File: config.mk
export PLATFORM = sky130hd
export DESIGN_NAME = load_sync_tracker
export DESIGN_NICKNAME = d
export VERILOG_FILES = /design/src/rtl/lsync_pkg.sv /design/src/rtl/lsync_token_line.sv /design/src/rtl/lsync_blank_window.sv /design/src/rtl/lsync_bank_toggle.sv /design/src/rtl/load_sync_tracker.sv
export SDC_FILE = /design/constraint.sdc
export NUM_CORES = 1
export LEC_CHECK = 0
export ABC_AREA = 1
export CAP_MARGIN = 5
export CORE_MARGIN = 8
export CORE_UTILIZATION = 48
export DETAILED_ROUTE_END_ITERATION = 7
export PLACE_DENSITY = 0.76
export SETUP_SLACK_MARGIN = 0.2
export SYNTH_ARGS = -nofsm -noshare
export SYNTH_HDL_FRONTEND = slang
export SYNTH_HIERARCHICAL = 1
export SYNTH_SLANG_ARGS = --single-unit
File: constraint.sdc
create_clock -name clk -period 1.05 [get_ports clk]
set_clock_uncertainty 0.2 [all_clocks]
set_input_delay 0.21 -clock clk [delete_from_list [all_inputs] [get_ports clk]]
set_output_delay 0.21 -clock clk [all_outputs]
set_load 0.01 [all_outputs]
File: src/rtl/lsync_pkg.sv
package lsync_pkg;
  localparam int unsigned FREQ_LAT_DEF      = 18;
  localparam int unsigned PHASE_LAT_DEF     = 11;
  localparam int unsigned BLANK_EDGES_DEF   = 6;

  function automatic int unsigned cnt_width(input int unsigned n);
    return (n < 2) ? 1 : $clog2(n + 1);
  endfunction
endpackage

File: src/rtl/lsync_token_line.sv
module lsync_token_line #(
  parameter int unsigned LAT = 18
) (
  input  logic clk,
  input  logic rst_n,
  input  logic ev_in,
  output logic pulse_n
);
  // tok[j] holds a load sampled j edges before the latest one
  logic [LAT-1:0] tok;

  generate
    if (LAT == 1) begin : g_single
      always_ff @(posedge clk or negedge rst_n) begin
        if (!rst_n) tok <= '0;
        else        tok <= ev_in;
      end
    end else begin : g_chain
      always_ff @(posedge clk or negedge rst_n) begin
        if (!rst_n) tok <= '0;
        else        tok <= {tok[LAT-2:0], ev_in};
      end
    end
  endgenerate

  always_ff @(posedge clk or negedge rst_n) begin
    if (!rst_n) pulse_n <= 1'b1;
    else        pulse_n <= ~tok[LAT-1];
  end
endmodule

File: src/rtl/lsync_blank_window.sv
module lsync_blank_window #(
  parameter int unsigned EDGES = 6
) (
  input  logic clk,
  input  logic rst_n,
  output logic ready
);
  localparam int unsigned CW = lsync_pkg::cnt_width(EDGES);
  localparam logic [CW-1:0] LAST = CW'(EDGES - 1);

  logic [CW-1:0] cnt;

  always_ff @(posedge clk or negedge rst_n) begin
    if (!rst_n) begin
      cnt   <= '0;
      ready <= 1'b0;
    end else if (!ready) begin
      cnt <= cnt + 1'b1;
      if (cnt == LAST) ready <= 1'b1;
    end
  end
endmodule

File: src/rtl/lsync_bank_toggle.sv
module lsync_bank_toggle (
  input  logic clk,
  input  logic rst_n,
  input  logic flip,
  output logic bank
);
  always_ff @(posedge clk or negedge rst_n) begin
    if (!rst_n)    bank <= 1'b0;
    else if (flip) bank <= ~bank;
  end
endmodule

File: src/rtl/load_sync_tracker.sv
module load_sync_tracker #(
  parameter int unsigned FREQ_LAT    = lsync_pkg::FREQ_LAT_DEF,
  parameter int unsigned PHASE_LAT   = lsync_pkg::PHASE_LAT_DEF,
  parameter int unsigned BLANK_EDGES = lsync_pkg::BLANK_EDGES_DEF
) (
  input  logic clk,
  input  logic rst_n,
  input  logic freq_load,
  input  logic phase_load,
  output logic freq_sync_n,
  output logic phase_sync_n,
  output logic out_valid,
  output logic bank_sel
);
  lsync_token_line #(.LAT(FREQ_LAT)) u_freq_line (
    .clk(clk), .rst_n(rst_n), .ev_in(freq_load), .pulse_n(freq_sync_n)
  );

  lsync_token_line #(.LAT(PHASE_LAT)) u_phase_line (
    .clk(clk), .rst_n(rst_n), .ev_in(phase_load), .pulse_n(phase_sync_n)
  );

  lsync_blank_window #(.EDGES(BLANK_EDGES)) u_blank (
    .clk(clk), .rst_n(rst_n), .ready(out_valid)
  );

  lsync_bank_toggle u_bank (
    .clk(clk), .rst_n(rst_n), .flip(freq_load), .bank(bank_sel)
  );
endmodule

==> results of run 1 <==
[area by class of cell]
class / count / area, um^2
clock buffer: 8 / 58.8
fill: 146 / 678
inverter: 8 / 32.5
multi-input combinational: 14 / 116
sequential: 36 / 906
tap: 27 / 33.8
timing repair buffer: 14 / 156
[cell usage in the layout (no fill, tap or decap)]
cell type        instances
nand2_1                  6
inv_1                    5
nand2_2                  3
clkdlybuf4s50_1          3
dfstp_2                  2
buf_12                   1
inv_4                    1
clkbuf_8                 1
dfrtp_2                  2
clkbuf_4                 5
inv_2                    2
buf_6                    9
clkbuf_1                 2
nand3_2                  1
buf_2                    1
ha_2                     1
ha_4                     1
dfrtp_1                 32
o21ai_2                  1
xnor2_2                  1
[cell families (layout without fill, tap and decap cells)]
logic type                 count (synthesis)  after routing  synth area share
xor gates and xnor gates                   1              1           0.00866
and+or+nand+nor                           10             10            0.0384
AOI/OAI and AO/OA                          1              1           0.00495
buffers and inverters                      8             30            0.0297
adders and majority gates                  2              2            0.0247
DFF                                       36             36             0.894
[per-stage QoR]
step | setup slack [ns] | util | TNS, ns
after floorplan | 0.0157 | - | 0
after global placement | -0.378 | 0.582 | -1.34
after detailed placement | -0.378 | 0.582 | -1.42
after CTS | -0.332 | 0.616 | -1.29
after global routing | -0.364 | 0.658 | -1.77
final | -0.311 | 0.658 | -1.42
[worst min-delay path by stage]
stage | from | to | slack [ns] | cells past startpoint
floorplan | rst_n | u_bank/bank | -0.29 | 0
global placement | u_freq_line/tok[5] | u_freq_line/tok[6] | 0.13 | 0
detailed placement | u_freq_line/tok[14] | u_freq_line/tok[15] | 0.13 | 0
CTS | rst_n | u_blank/cnt[0] | 0.05 | 2
global route | rst_n | u_freq_line/tok[16] | 0.05 | 2
finish | rst_n | u_freq_line/tok[9] | 0.06 | 2
[power by group]
part	internal (W)	total (W)	switching [W]	leakage, nW
Clock	0.000330	0.000714	0.000384	0.0326
Combinational	0.0000437	0.0000917	0.0000480	0.178
Sequential	0.00145	0.00148	0.0000213	0.409
[per-layer routing]
layer	up-vias	track usage	wire, um
met5	-	0	0
met4	0	0.0779	44
met3	6	0.0720	115
met2	11	0.126	670
met1	235	0.0897	543
li1	214	-	-
[flip-flops by register name (all words and copies together), names as in the netlist]
| name | count |
|---|---|
| u_freq_line/pulse_n | 1 |
| u_phase_line/tok | 11 |
| u_bank/bank | 1 |
| u_phase_line/pulse_n | 1 |
| u_blank/cnt | 3 |
| u_freq_line/tok | 18 |
| u_blank/ready | 1 |
[timing repair]
| item | in CTS | in global routing |
|---|---|---|
| pin swaps | 0 | 7 |
| setup endpoints to repair | 8 | 9 |
| hold endpoints to repair | 0 | 0 |
| setup buffers | 0 | 4 |
| hold buffers | 0 | 0 |
| gates resized for setup | 22 | 15 |
==> impl_metrics.csv, run 1 <==
group,metric,value,unit
cts,cts_tree,"built",
critical_path,ff2ff_path_depth,6,
cts,cts.sinks,36,
yosys,yosysTopAreaCell,"dfrtp_1",
power,p_leak,0.620,nW
yosys,ys_warn_count,6,
timing,layout_worst_path_cycle_share,1.30,
critical_path,worstSetupEndpointType,"primary output",
critical_path,r2r-start,"u_blank/ready",
timing,achievable-frequency,735,MHz
placed_design,port_buffers,7,
timing,relSlewSlack,0.879,
yosys,yosys-top-cells-count,"dfrtp_1, nand2_1, inv_1",
placed_design,hpwl,757,um
critical_path,path_buf_inv,1,
routing,dr.pass1.iters,1,
critical_path,critical_path.endpoint,"phase_sync_n",
critical_path,timing.rr.end,"u_blank/cnt[2]",
grt,grtUsageTotal,0.0924,
yosys,avgSynthCellArea,17.4,um^2
critical_path,crit_chain,"buf_6",
die,top_level_ports,8,
power,p_per_area,1750,mW/mm^2
cts,htree_levels,2,
die,start_util,0.510,
routing,via_per_inst,4.36,
timing,hold_violations,0,
yosys,synth-main-ff-cell,"dfrtp_1",
critical_path,slowest_stage,"dfstp_2",
cts,clk_latency,0.32,ns
routing,vias,466,
grt,grt_pass1_vias,494,
critical_path,cp-startpoint,"u_phase_line/pulse_n",
cells_and_area,antenna_cells,0,
cts,cts_buffers,5,
routing,wl_per_cell,12.9,um
placed_design,place_area,0.00115,mm^2
grt,grt_overflow,0,
critical_path,reg2reg_slack,-0.14,ns
yosys,synth-seq-cells,36,
cts,clk_pin_slew,0.10,ns
cells_and_area,fin_cells,107,
timing,setup_violations,8,
timing,grt_setup_unrepaired,"true",
die,die_x,61.9,um
timing,hold_slack,0.0610,ns
die,dieArea,0.00383,mm^2
cells_and_area,syn2layout_area_growth,29.0,%
critical_path,worstPathArrival,0.95,ns
run_status,violations,"setup timing",
die,core,0.00198,mm^2
critical_path,crit_path_start_kind,"flop",
critical_path,crit_required,0.64,ns
yosys,synth-edff-count,0,
power,power,0.00228,W
routing,ant_nets,0,
yosys,ys_seq_area_frac,0.894,
yosys,ys_async_sr_fraction,1.00,
cells_and_area,final_nets,85,
routing,finalWirelength,1380,um
placed_design,place_congestion,0.688,
timing,finalWorstSetupSlack,-0.311,ns
critical_path,crit_family,"flip-flops",
yosys,synth_area,0.00101,mm^2
grt,grt_max_degree,37,
routing,drcViolationCount,0,
yosys,syn_nets,64,
critical_path,cp.depth,1,
run_status,status,"complete, but fails checks",
critical_path,slowest_delay,0.54,ns
yosys,synth_area_leaders,"dfrtp_1, dfstp_2, nand2_1",
routing,drt_iter0_markers,0,
run,maxCapViolCount,0,
grt,grt_pass1_wl,2210,um
cts,cts_root_buf,"clkbuf_4",
cells_and_area,drive_gt1_frac,0.400,
die,die-height,61.9,um
grt,antenna_found_initial,0,
timing,maxSlewViolCount,0,
yosys,synthCells,58,
die,num_rows,16,
yosys,synth.top_cell.area_share,0.842,
timing,period_needed,1.36,ns
timing,worstMarginPinSlew,0.181,ns
critical_path,path_class,"flop to primary output",
cells_and_area,finalInstanceArea,0.00130,mm^2
yosys,yosysMostFrequentCell,"dfrtp_1",
min_path,hp-class,"input port to asynchronous set/reset pin",
critical_path,path_max_fanout,1,
yosys,synth.distinct_cells,9,
power,peakVddDrop,1600,uV
placed_design,post-place-cells,95,
cts,cts_buffer_depth,2,
No activity file was read; power rests on OpenSTA's default activity.
==> run 2: changes to the inputs <==
- CTS_CLUSTER_SIZE: unset -> 10
==> results of run 2 <==
Final layout, timing and power as in run 1 (identical DEF).
